===== config.mk =====
export PLATFORM = sky130hd
export DESIGN_NAME = cfg_word_sequencer
export DESIGN_NICKNAME = d
export VERILOG_FILES = /design/src/rtl/cfgseq_pkg.sv /design/src/rtl/cfgseq_addr_gen.sv /design/src/rtl/cfgseq_word_asm.sv /design/src/rtl/cfgseq_strobe_drv.sv /design/src/rtl/cfg_word_sequencer.sv
export SDC_FILE = /design/constraint.sdc
export NUM_CORES = 1
export LEC_CHECK = 0
export BUFFER_PORTS_ARGS = -buffer_cell sky130_fd_sc_hd__buf_4
export CAP_MARGIN = 20
export CORE_MARGIN = 1.5
export CORE_UTILIZATION = 50
export CTS_BUF_LIST = sky130_fd_sc_hd__clkbuf_16
export CTS_CLUSTER_DIAMETER = 60
export CTS_CLUSTER_SIZE = 30
export DETAILED_ROUTE_END_ITERATION = 16
export GPL_TIMING_DRIVEN = 0
export PLACE_DENSITY = 0.8
export SLEW_MARGIN = 20
export SYNTH_ARGS = -nofsm -noshare
export SYNTH_HDL_FRONTEND = slang
export SYNTH_SLANG_ARGS = --single-unit

===== constraint.sdc =====
create_clock -name clk -period 4.1 [get_ports clk]
set_input_delay 0.205 -clock clk [delete_from_list [all_inputs] [get_ports clk]]
set_output_delay 0.205 -clock clk [all_outputs]
set_load 0.1 [all_outputs]

===== src/rtl/cfgseq_pkg.sv =====
package cfgseq_pkg;

    localparam int CFG_BYTE_W      = 8;
    localparam int CFG_NUM_DEVICES = 8;
    localparam int CFG_BYTES_WORD  = 4;
    localparam int CFG_DEV_STRIDE  = 32;
    localparam int CFG_BYTE_STRIDE = 8;

    typedef enum logic [2:0] {
        ST_IDLE,
        ST_FETCH,
        ST_SETUP,
        ST_PULSE,
        ST_HOLD,
        ST_DONE
    } seq_state_e;

    // Byte address of byte 'bsel' of the word belonging to device 'dev'.
    function automatic int cfg_byte_addr(input int dev, input int bsel,
                                         input int dstride, input int bstride);
        return dev * dstride + bsel * bstride;
    endfunction

endpackage


===== src/rtl/cfgseq_addr_gen.sv =====
module cfgseq_addr_gen
    import cfgseq_pkg::*;
#(
    parameter int ADDR_W      = 8,
    parameter int DEV_W       = 3,
    parameter int BSEL_W      = 2,
    parameter int DEV_STRIDE  = CFG_DEV_STRIDE,
    parameter int BYTE_STRIDE = CFG_BYTE_STRIDE
) (
    input  logic [DEV_W-1:0]  dev,
    input  logic [BSEL_W-1:0] bsel,
    output logic [ADDR_W-1:0] addr
);
    always_comb begin
        addr = ADDR_W'(cfg_byte_addr(int'(dev), int'(bsel), DEV_STRIDE, BYTE_STRIDE));
    end
endmodule


===== src/rtl/cfgseq_word_asm.sv =====
module cfgseq_word_asm
    import cfgseq_pkg::*;
#(
    parameter int BYTES = CFG_BYTES_WORD
) (
    input  logic                        clk,
    input  logic                        rst,
    input  logic                        load,
    input  logic [CFG_BYTE_W-1:0]       byte_in,
    output logic [BYTES*CFG_BYTE_W-1:0] next_word
);
    localparam int WORD_W = BYTES * CFG_BYTE_W;

    logic [WORD_W-1:0] word_q;

    // First byte read ends up in the most significant position.
    always_comb begin
        next_word = {word_q[WORD_W-CFG_BYTE_W-1:0], byte_in};
    end

    always_ff @(posedge clk) begin
        if (rst) begin
            word_q <= '0;
        end else if (load) begin
            word_q <= next_word;
        end
    end
endmodule


===== src/rtl/cfgseq_strobe_drv.sv =====
module cfgseq_strobe_drv #(
    parameter int NUM_SLAVES = 7,
    parameter int DEV_W      = 3
) (
    input  logic                  active,
    input  logic [DEV_W-1:0]      dev,
    output logic [NUM_SLAVES-1:0] strobe_n
);
    for (genvar i = 0; i < NUM_SLAVES; i++) begin : g_line
        assign strobe_n[i] = !(active && (dev == DEV_W'(i + 1)));
    end
endmodule


===== src/rtl/cfg_word_sequencer.sv =====
module cfg_word_sequencer
    import cfgseq_pkg::*;
#(
    parameter int NUM_DEVICES    = CFG_NUM_DEVICES,
    parameter int BYTES_PER_WORD = CFG_BYTES_WORD,
    parameter int ADDR_W         = 8,
    parameter int DEV_STRIDE     = CFG_DEV_STRIDE,
    parameter int BYTE_STRIDE    = CFG_BYTE_STRIDE,
    parameter int SETUP_CYC      = 1,
    parameter int PULSE_CYC      = 1,
    parameter int HOLD_CYC       = 1
) (
    input  logic                                 clk,
    input  logic                                 rst,
    output logic [ADDR_W-1:0]                    mem_addr,
    output logic                                 mem_cs0_n,
    output logic                                 mem_rd,
    input  logic                                 mem_rdy,
    input  logic [CFG_BYTE_W-1:0]                mem_data,
    output logic [BYTES_PER_WORD*CFG_BYTE_W-1:0] cfg_bus_data,
    output logic                                 cfg_bus_oe,
    output logic [NUM_DEVICES-2:0]               slv_strobe_n,
    output logic [BYTES_PER_WORD*CFG_BYTE_W-1:0] own_word,
    output logic                                 own_valid,
    output logic                                 done
);
    localparam int WORD_W     = BYTES_PER_WORD * CFG_BYTE_W;
    localparam int NUM_SLAVES = NUM_DEVICES - 1;
    localparam int DEV_W      = $clog2(NUM_DEVICES);
    localparam int BSEL_W     = $clog2(BYTES_PER_WORD);
    localparam int PH_W       = $clog2(SETUP_CYC + PULSE_CYC + HOLD_CYC + 1);

    seq_state_e        state_q;
    logic [DEV_W-1:0]  dev_q;
    logic [BSEL_W-1:0] bsel_q;
    logic [PH_W-1:0]   ph_q;
    logic [WORD_W-1:0] own_q;
    logic              own_vld_q;
    logic [WORD_W-1:0] bus_q;
    logic [WORD_W-1:0] asm_next;
    logic              accept;
    logic              last_byte;

    assign accept    = (state_q == ST_FETCH) && mem_rdy;
    assign last_byte = (bsel_q == BSEL_W'(BYTES_PER_WORD - 1));

    cfgseq_addr_gen #(
        .ADDR_W     (ADDR_W),
        .DEV_W      (DEV_W),
        .BSEL_W     (BSEL_W),
        .DEV_STRIDE (DEV_STRIDE),
        .BYTE_STRIDE(BYTE_STRIDE)
    ) u_addr (
        .dev (dev_q),
        .bsel(bsel_q),
        .addr(mem_addr)
    );

    cfgseq_word_asm #(
        .BYTES(BYTES_PER_WORD)
    ) u_asm (
        .clk      (clk),
        .rst      (rst),
        .load     (accept),
        .byte_in  (mem_data),
        .next_word(asm_next)
    );

    cfgseq_strobe_drv #(
        .NUM_SLAVES(NUM_SLAVES),
        .DEV_W     (DEV_W)
    ) u_strobe (
        .active  (state_q == ST_PULSE),
        .dev     (dev_q),
        .strobe_n(slv_strobe_n)
    );

    always_ff @(posedge clk) begin
        if (rst) begin
            state_q   <= ST_IDLE;
            dev_q     <= '0;
            bsel_q    <= '0;
            ph_q      <= '0;
            own_q     <= '0;
            own_vld_q <= 1'b0;
            bus_q     <= '0;
        end else begin
            case (state_q)
                ST_IDLE: begin
                    dev_q   <= '0;
                    bsel_q  <= '0;
                    state_q <= ST_FETCH;
                end
                ST_FETCH: begin
                    if (mem_rdy) begin
                        if (!last_byte) begin
                            bsel_q <= bsel_q + 1'b1;
                        end else begin
                            bsel_q <= '0;
                            if (dev_q == '0) begin
                                own_q     <= asm_next;
                                own_vld_q <= 1'b1;
                                dev_q     <= dev_q + 1'b1;
                            end else begin
                                bus_q   <= asm_next;
                                ph_q    <= '0;
                                state_q <= ST_SETUP;
                            end
                        end
                    end
                end
                ST_SETUP: begin
                    if (ph_q == PH_W'(SETUP_CYC - 1)) begin
                        ph_q    <= '0;
                        state_q <= ST_PULSE;
                    end else begin
                        ph_q <= ph_q + 1'b1;
                    end
                end
                ST_PULSE: begin
                    if (ph_q == PH_W'(PULSE_CYC - 1)) begin
                        ph_q    <= '0;
                        state_q <= ST_HOLD;
                    end else begin
                        ph_q <= ph_q + 1'b1;
                    end
                end
                ST_HOLD: begin
                    if (ph_q == PH_W'(HOLD_CYC - 1)) begin
                        ph_q <= '0;
                        if (dev_q == DEV_W'(NUM_DEVICES - 1)) begin
                            state_q <= ST_DONE;
                        end else begin
                            dev_q   <= dev_q + 1'b1;
                            state_q <= ST_FETCH;
                        end
                    end else begin
                        ph_q <= ph_q + 1'b1;
                    end
                end
                ST_DONE: begin
                    state_q <= ST_DONE;
                end
                default: begin
                    state_q <= ST_IDLE;
                end
            endcase
        end
    end

    always_comb begin
        mem_rd       = (state_q == ST_FETCH);
        mem_cs0_n    = !mem_rd;
        cfg_bus_oe   = (state_q == ST_SETUP) || (state_q == ST_PULSE) || (state_q == ST_HOLD);
        cfg_bus_data = bus_q;
        own_word     = own_q;
        own_valid    = own_vld_q;
        done         = (state_q == ST_DONE);
    end

endmodule


==> results of run 1 <==
==> cells by family after synthesis <==
group / synth area share, %
simple gates: 24.0
fa+ha+maj: 2.88
other cells: 0.0958
compound gates: 14.7
mux: 1.41
flops: 50.7
buf+inv: 6.27
==> cells in the final DEF (no fill, tap or decap), drive strengths merged, types with 2 or more instances in the layout <==
cell type	instances
conb	3
nand4	3
clkinv	3
inv	13
nor3b	2
clkbuf	25
ha	9
nand2b	4
mux2	4
a21oi	97
nand3	2
or3	2
o21ai	3
nand2	190
dfxtp	99
nor2	14
buf	111
==> registers in the layout, indices dropped and copies added (netlist names) <==
name and count:
cfg_bus_data 32, own_word 32, u_asm.word_q 24, dev_q 3
state_q 3, bsel_q 2, ph_q 2, own_valid 1
==> cell type report <==
| cell class | instances | area share (%) |
|---|---|---|
| tap | 102 | 2.54 |
| buffer | 36 | 4.06 |
| sequential | 99 | 39.5 |
| clock inverter | 7 | 1.34 |
| multi-input combinational | 346 | 33.7 |
| inverter | 11 | 0.822 |
| clock buffer | 9 | 4.48 |
| timing repair buffer | 91 | 13.6 |
==> critical path: stages, from the launching register on <==
cell	delay, ns
dfxtp_1	0.36
clkbuf_1	0.37
inv_1	0.21
mux2_2	0.35
inv_1	0.11
buf_4	0.30
==> report_power, final <==
part	internal (mW)	leakage, nW	switching (mW)
combinational	0.130	1.01	0.352
sequential	0.988	0.798	0.0322
clock	0.471	0.145	0.360
==> worst paths after layout <==
check / end / slack, ns / cells after the start
min: own_word[2] / 0.14 / 3
min reg2reg: own_word[25] / 0.46 / 2
max reg2reg: cfg_bus_data[10] / 2.04 / 7
max: cfg_bus_oe / 1.86 / 5
==> layer usage <==
layer,wire length [µm],global-route usage [%]
met2,4870,40.9
met3,759,5.36
met5,0,0
met4,152,7.42
met1,4320,31.9
==> metrics by stage <==
| step | worst slack, ns | area, µm² |
|---|---|---|
| after floorplan | 1.66 | 3920 |
| after global placement | 2.14 | 4730 |
| after detailed placement | 2.09 | 4730 |
| after CTS | 1.88 | 5020 |
| after global routing | 1.67 | 5020 |
| final | 1.86 | 5020 |
==> results.py, run 1 <==
metrics = {
    "status": {
        "outcome": "complete, no violations",
    },
    "placement": {
        "gp_congestion": 0.914,
        "port_buffers": 91,
        "dp_hpwl_um": 7210,
        "placed_cells": 685,
    },
    "synthesis": {
        "synth_area_leader_cell": "dfxtp_1",
        "async_reset_ff_share_pct": 0,
        "netlist_area_um2": 3910,
        "synth_edf_count": 0,
        "yosys_warnings": 0,
        "synth.avg_cell_area_um2": 7.98,
        "synth_seq_area_share_pct": 50.7,
        "synth_flop_cell": "dfxtp_1",
        "ys_seq_elements": 99,
        "netlist_instances": 490,
        "synth_cell_types": 35,
        "synth_top_area_share_pct": 50.7,
        "synthTopCellsByArea": "dfxtp_1, nand2_1, a21oi_1",
        "synth_commonest_cells": "nand2_1, dfxtp_1, a21oi_1",
        "yosysMostFrequentCell": "nand2_1",
    },
    "worst_setup_path": {
        "cp-start-kind": "register",
        "path_class": "reg2out",
        "cp-startpoint": "state_q[1]",
        "cp-end-kind": "output port",
        "path_max_fanout": 10,
        "worstReg2RegStart": "dev_q[0]",
        "cp_data_arrival_time_ns": 2.03,
        "required_ns": 3.89,
    },
    "clocking": {
        "cts.clk_slew.worst_paths_ns": 0.06,
        "cts.sinks": 99,
        "cts_root_buf": "clkbuf_16",
        "cts_hold_buf": 0,
        "clock_path_buffers": 2,
        "numCtsBuffers": 9,
        "postCtsSetupBuffers": 0,
        "h-tree-depth": 3,
        "cts_tree": "yes",
        "clock_latency_ns": 0.34,
        "cts_resized": 0,
    },
    "timing": {
        "slew_headroom_pct": 58.3,
        "final_hold_viol_count": 0,
        "period_share_pct": 54.6,
        "rsz0062_at_grt": "no",
        "setup_violations": 0,
        "worst_slew_pin_slew_ns": 0.617,
        "fin_hold_ws_ns": 0.136,
        "fin_crit_ns": 2.24,
        "drv_slew": 0,
        "setup_total_negative_slack_ns": 0,
        "fmax_mhz": 447,
        "fin_worst_skew_ns": 0.00758,
    },
    "route": {
        "routed_wl_um": 10100,
        "route.detailed.drc": 0,
        "drt-initial-drc-count": 252,
        "num_vias": 3663,
        "drt-wirelength-per-cell_um": 14.4,
        "drt_first_pass_iters": 5,
        "antenna_left": 0,
        "viasPerCell": 5.23,
    },
    "final_layout": {
        "fin_nets": 614,
        "regArea_um2": 1980,
        "nFillCells": 661,
        "diodes": 0,
        "fin_cells": 701,
        "fin_util_pct": 65.7,
        "drive_gt1_share_pct": 25.2,
        "syn2layout_area_growth_pct": 28.4,
        "multi_input_area_um2": 1690,
    },
    "grt": {
        "antenna_found_initial": 0,
        "grt_max_degree": 17,
        "grt_util_all_layers_pct": 24.6,
        "gr-total-overflow": 0,
        "grt_pass1_vias": 3349,
        "grt_pass1_wl_um": 16300,
    },
    "pwr": {
        "powerDensity_nw_per_um2": 464,
        "finalPower_mw": 2.33,
        "p_leak_nw": 1.95,
        "vdd_drop_max_uv": 227,
    },
    "job": {
        "drv_cap": 0,
    },
    "floorplan": {
        "fp.dieW_um": 91.5,
        "die_y_um": 91.5,
        "io_pins": 95,
        "rows": 32,
        "coreArea_um2": 7650,
        "die_area_um2": 8360,
        "initial_utilization_pct": 51.2,
    },
    "hold_path": {
        "holdCritStartpoint": "mem_data[2]",
        "hold_class": "in2reg",
    },
}
(Power assumes the default switching activity.)
==> inputs of run 2 (changes only) <==
--- a/config.mk
+++ b/config.mk
@@ -8,13 +8,13 @@
 export BUFFER_PORTS_ARGS = -buffer_cell sky130_fd_sc_hd__buf_4
 export CAP_MARGIN = 20
 export CORE_MARGIN = 1.5
-export CORE_UTILIZATION = 50
+export CORE_UTILIZATION = 48
 export CTS_BUF_LIST = sky130_fd_sc_hd__clkbuf_16
 export CTS_CLUSTER_DIAMETER = 60
 export CTS_CLUSTER_SIZE = 30
 export DETAILED_ROUTE_END_ITERATION = 16
 export GPL_TIMING_DRIVEN = 0
-export PLACE_DENSITY = 0.8
+export PLACE_DENSITY = 0.81
 export SLEW_MARGIN = 20
 export SYNTH_ARGS = -nofsm -noshare
 export SYNTH_HDL_FRONTEND = slang
==> constraint.sdc (replaced) <==
create_clock -name clk -period 1.99 [get_ports clk]
set_input_delay 0.0995 -clock clk [delete_from_list [all_inputs] [get_ports clk]]
set_output_delay 0.0995 -clock clk [all_outputs]
set_load 0.1 [all_outputs]
==> run 2 against run 1 <==
Via count shrank 1.5%; register-to-register slack lost 1.9 ns; final cell count grew 0.14%; hold slack lost 0.12 ns; first-iteration DRC count shrank 23%; sequential power grew 110%; largest cell class unchanged.
==> results.py, run 2 (synthesis gave the netlist of run 1 again) <==
metrics = {
    "status": {
        "outcome": "complete, no violations",
    },
    "worst_setup_path": {
        "reg2reg_setup_slack_ns": 0.14,
        "cp-end-kind": "output port",
        "worstReg2RegStart": "state_q[2]",
        "cp_data_arrival_time_ns": 1.75,
        "path_class": "reg2out",
        "crit_chain": "clkbuf_2 -> inv_2 -> mux2_2 -> inv_1 -> buf_6",
        "path_max_fanout": 10,
        "timing.critical_path.buf_inv": 4,
        "required_ns": 1.89,
        "max_stage_delay_ns": 0.38,
        "rr_worst_depth": 7,
        "cp-start-kind": "register",
        "slowest_stage": "mux2_2",
        "reg2reg_to": "own_word[15]",
        "path_delay_family": "buffers and inverters",
    },
    "timing": {
        "final_hold_viol_count": 0,
        "fin_crit_ns": 1.85,
        "fin_worst_skew_ns": 0.00588,
        "setup_violations": 0,
        "fmax_mhz": 539,
        "setup_total_negative_slack_ns": 0,
        "worst_slew_pin_slew_ns": 0.668,
        "slew_headroom_pct": 54.9,
        "period_share_pct": 93.2,
        "drv_slew": 0,
    },
    "final_layout": {
        "nFillCells": 669,
        "fin_nets": 615,
        "layout_commonest_cell": "nand2_1",
        "syn2layout_area_growth_pct": 30.0,
        "drive_gt1_share_pct": 27.3,
        "layout_common_cells": "nand2_1, buf_4, dfxtp_1, a21oi_1, nor2_1",
        "final_area_um2": 5090,
        "diodes": 0,
        "multi_input_area_um2": 1710,
        "regArea_um2": 1990,
    },
    "clocking": {
        "cts.sinks": 99,
        "cts_root_buf": "clkbuf_16",
        "cts.clk_slew.worst_paths_ns": 0.07,
        "clock_path_buffers": 2,
        "cts_tree": "yes",
        "clock_latency_ns": 0.34,
        "h-tree-depth": 3,
        "numCtsBuffers": 9,
    },
    "route": {
        "route.detailed.drc": 0,
        "num_vias": 3609,
        "drt_first_pass_iters": 5,
        "drt-initial-drc-count": 195,
        "drt-wirelength-per-cell_um": 14.1,
        "viasPerCell": 5.14,
        "routed_wl_um": 9900,
        "antenna_left": 0,
    },
    "pwr": {
        "finalPower_mw": 4.95,
        "p_leak_nw": 1.99,
        "powerDensity_nw_per_um2": 973,
        "vdd_drop_max_uv": 488,
    },
    "floorplan": {
        "fp.dieW_um": 93.3,
        "die_y_um": 93.3,
        "rows": 32,
        "die_area_um2": 8700,
        "io_pins": 95,
        "coreArea_um2": 7810,
        "initial_utilization_pct": 50.1,
    },
    "placement": {
        "dp_hpwl_um": 7140,
        "gp_congestion": 0.863,
        "placed_area_um2": 4740,
        "port_buffers": 91,
    },
    "grt": {
        "antenna_found_initial": 0,
        "gr-total-overflow": 0,
        "grt_max_degree": 17,
        "grt_util_all_layers_pct": 23.3,
        "grt_pass1_wl_um": 15900,
        "grt_pass1_vias": 3374,
    },
    "hold_path": {
        "holdCritStartpoint": "mem_data[2]",
        "hold_path_end": "cfg_bus_data[2]",
        "hold_class": "in2reg",
        "hold_depth": 3,
    },
    "job": {
        "drv_cap": 0,
    },
}
-- run 2: power by group --
| part | switching (mW) | internal [mW] | total (mW) |
|---|---|---|---|
| registers | 0.0653 | 2.04 | 2.10 |
| logic | 0.733 | 0.280 | 1.01 |
| clock network | 0.735 | 1.10 | 1.83 |
| total | 1.53 | 3.42 | 4.95 |
-- run 2: metrics by stage --
step / setup WS, ns / instances / hold slack, ns / util, %
after floorplan: 0.00827 / 492 / 0.235 / -
after global placement: 0.0731 / 685 / 0.370 / 60.7
after detailed placement: 0.0470 / 685 / 0.379 / 60.7
after CTS: 0.0293 / 701 / 0.0163 / 64.8
after global routing: -0.0102 / 702 / 0.0119 / 65.1
final: 0.136 / 702 / 0.0200 / 65.1
-- run 2: worst min-delay path, stage by stage --
cell     delay, ns
buf_4         0.12
nand2_1       0.05
a21oi_1       0.05
-- run 2: worst max-delay path by stage --
stage               cells past startpoint  slack (ns)          endpoint       start
global placement                        7        0.07  cfg_bus_data[29]  state_q[2]
detailed placement                      7        0.05  cfg_bus_data[31]  state_q[2]
CTS                                     7        0.03  cfg_bus_data[31]  state_q[2]
floorplan                               7       0.008  cfg_bus_data[11]    dev_q[0]
global route                            8       -0.01  cfg_bus_data[10]    dev_q[0]
finish                                  5        0.14        cfg_bus_oe  state_q[1]
-- run 2: final cells by class --
class	instances	share of cell area [%]
well taps	102	2.51
plain buffers	36	4.13
multi-input cells	346	33.5
clock buffers	9	4.43
repair buffers	92	13.7
flip-flops and latches	99	39.1
inverters	11	0.861
clock inverters	7	1.80
-- run 2: timing repair --
item | in CTS | in global routing
resized for setup | 1 | 9
buffers inserted | 0 | 1
pin swaps | 0 | 1
hold buffers | 0 | 0
cloned | 0 | 0
endpoints found under the setup margin | 4 | 34
hold endpoints to repair | 0 | 0
-- run 2: per-layer routing --
metal / vias up / track usage, % / wire length [µm]
met2: 116 / 38.2 / 4840
li1: 1794 / - / -
met3: 20 / 5.77 / 518
met1: 1679 / 29.9 / 4330
met5: - / 0 / 0
met4: 0 / 7.95 / 211
==> inputs of run 3 (changes only) <==
--- a/config.mk
+++ b/config.mk
@@ -7,6 +7,7 @@
 export LEC_CHECK = 0
 export BUFFER_PORTS_ARGS = -buffer_cell sky130_fd_sc_hd__buf_4
 export CAP_MARGIN = 20
+export CORE_ASPECT_RATIO = 2
 export CORE_MARGIN = 1.5
 export CORE_UTILIZATION = 48
 export CTS_BUF_LIST = sky130_fd_sc_hd__clkbuf_16
==> run 3 against run 2 <==
First-iteration DRC count fell by 6.7%; sequential power barely moved; wire length rose by 4.0%; clock power fell by 8%; register-to-register slack got worse by 0.02 ns; setup slack got worse by 0.018 ns; power fell by 2.7%; sequential share of layout area rose by 0.17 points; critical endpoint is now dev_q[1]; largest cell class unchanged.
==> results.py, run 3 (synthesis gave the netlist of run 1 again) <==
metrics = {
    "placement": {
        "dp_worst_setup_slack_ns": 0.0446,
        "placed_area_um2": 4730,
        "dp_hpwl_um": 7840,
        "gp_congestion": 0.877,
        "placed_cells": 679,
        "port_buffers": 91,
    },
    "timing": {
        "worst_slew_pin_slew_ns": 0.620,
        "period_share_pct": 94.1,
        "fin_crit_ns": 1.87,
        "drv_slew": 0,
        "fmax_mhz": 534,
        "slew_headroom_pct": 58.6,
        "final_hold_viol_count": 0,
        "setup_violations": 0,
        "setup_total_negative_slack_ns": 0,
        "layout_setup_ws_ns": 0.118,
        "fin_worst_skew_ns": 0.00632,
        "fin_hold_ws_ns": 0.0172,
    },
    "floorplan": {
        "io_pins": 95,
        "coreArea_um2": 7940,
        "die_area_um2": 8730,
        "die_y_um": 131,
        "fp.dieW_um": 66.8,
        "rows": 46,
        "initial_utilization_pct": 49.3,
    },
    "worst_setup_path": {
        "cp-start-kind": "register",
        "slowest_stage": "or4_1",
        "rr_worst_depth": 6,
        "path_max_fanout": 5,
        "max_stage_delay_ns": 0.52,
        "cp-startpoint": "dev_q[0]",
        "cp.depth": 6,
        "path_class": "reg2reg",
        "timing.critical_path.buf_inv": 1,
        "crit_chain": "ha_1 -> ha_1 -> inv_1 -> a21oi_1 -> or4_1 -> mux2_2",
        "cp-endpoint": "dev_q[1]",
        "cp_data_arrival_time_ns": 2.11,
        "reg2reg_setup_slack_ns": 0.12,
        "reg2reg_to": "dev_q[1]",
        "required_ns": 2.23,
        "cp-end-kind": "register",
        "path_delay_family": "simple AND/OR/NAND/NOR gates",
        "cp_common_cell": "ha_1",
        "worstReg2RegStart": "dev_q[0]",
    },
    "clocking": {
        "clock_path_buffers": 2,
        "cts_hold_buf": 0,
        "numCtsBuffers": 9,
        "h-tree-depth": 3,
        "cts.clk_slew.worst_paths_ns": 0.06,
        "cts_root_buf": "clkbuf_16",
        "cts_tree": "yes",
        "cts.sinks": 99,
        "clock_latency_ns": 0.35,
    },
    "hold_path": {
        "hold_class": "in2reg",
    },
    "pwr": {
        "vdd_drop_max_uv": 806,
        "p_leak_nw": 1.98,
        "powerDensity_nw_per_um2": 951,
    },
    "route": {
        "num_vias": 3579,
        "antenna_left": 0,
        "viasPerCell": 5.13,
        "drt-initial-drc-count": 182,
        "route.detailed.drc": 0,
        "drt-wirelength-per-cell_um": 14.8,
        "drt_first_pass_iters": 4,
        "routed_wl_um": 10300,
    },
    "grt": {
        "grt_util_all_layers_pct": 24.4,
        "grt_pass1_vias": 3498,
        "grt_max_degree": 16,
        "antenna_found_initial": 0,
        "grt_pass1_wl_um": 15900,
        "gr-total-overflow": 0,
    },
    "final_layout": {
        "layout_common_cells": "nand2_1, buf_4, dfxtp_1, a21oi_1, nor2_1",
        "fin_nets": 616,
        "final_area_um2": 5060,
        "layout_commonest_cell": "nand2_1",
        "drive_gt1_share_pct": 27.1,
        "syn2layout_area_growth_pct": 29.4,
        "diodes": 0,
        "fin_cells": 697,
    },
    "job": {
        "drv_cap": 0,
    },
    "status": {
        "outcome": "complete, no violations",
    },
}
-- run 3: worst min-delay path by stage --
stage	start	end	slack, ns	cells after the start
6_report	mem_data[1]	own_word[1]	0.02	3
5_1_grt	mem_data[1]	own_word[1]	0.03	3
4_1_cts	mem_data[4]	u_asm.word_q[4]	0.02	3
3_5_place_dp	mem_data[0]	u_asm.word_q[0]	0.38	3
3_3_place_gp	mem_data[1]	own_word[1]	0.37	3
2_1_floorplan	mem_data[0]	u_asm.word_q[0]	0.24	2
-- run 3: layout make-up --
type	count	area, µm²
plain buffers	36	210
clock buffers	9	225
clock inverters	7	60.1
fillers	715	2880
inverters	11	43.8
multi-input cells	346	1710
flip-flops and latches	99	1990
well taps	96	120
repair buffers	93	702
-- run 3: worst min-delay path, delay by kind of cell --
kind / cells / cell delay (ns)
buffers and inverters: 1 / 0.12
and+or+nand+nor: 1 / 0.05
AOI/OAI and AO/OA: 1 / 0.05
-- run 3: where the power goes --
group	switching [mW]	internal, mW
logic	0.746	0.280
registers	0.0651	2.04
clock network	0.727	0.958
-- run 3: what timing repair did --
item	CTS	global route
resized for setup	2	10
cloned	0	0
pin swaps	0	1
setup buffers	0	2
setup endpoints to repair	4	34
-- run 3: per-layer routing --
layer | up-vias | track usage (%) | routed length (µm)
met4 | 0 | 13.8 | 360
met3 | 32 | 5.57 | 452
li1 | 1800 | - | -
met1 | 1650 | 22.4 | 3660
met2 | 97 | 46.9 | 5830
met5 | - | 0 | 0
-- run 3: stage by stage --
stage	util [%]	power [mW]
after floorplan	-	2.91
after global placement	59.6	3.14
after detailed placement	59.6	3.15
after CTS	63.3	4.80
after global routing	63.8	4.98
final	63.8	4.82
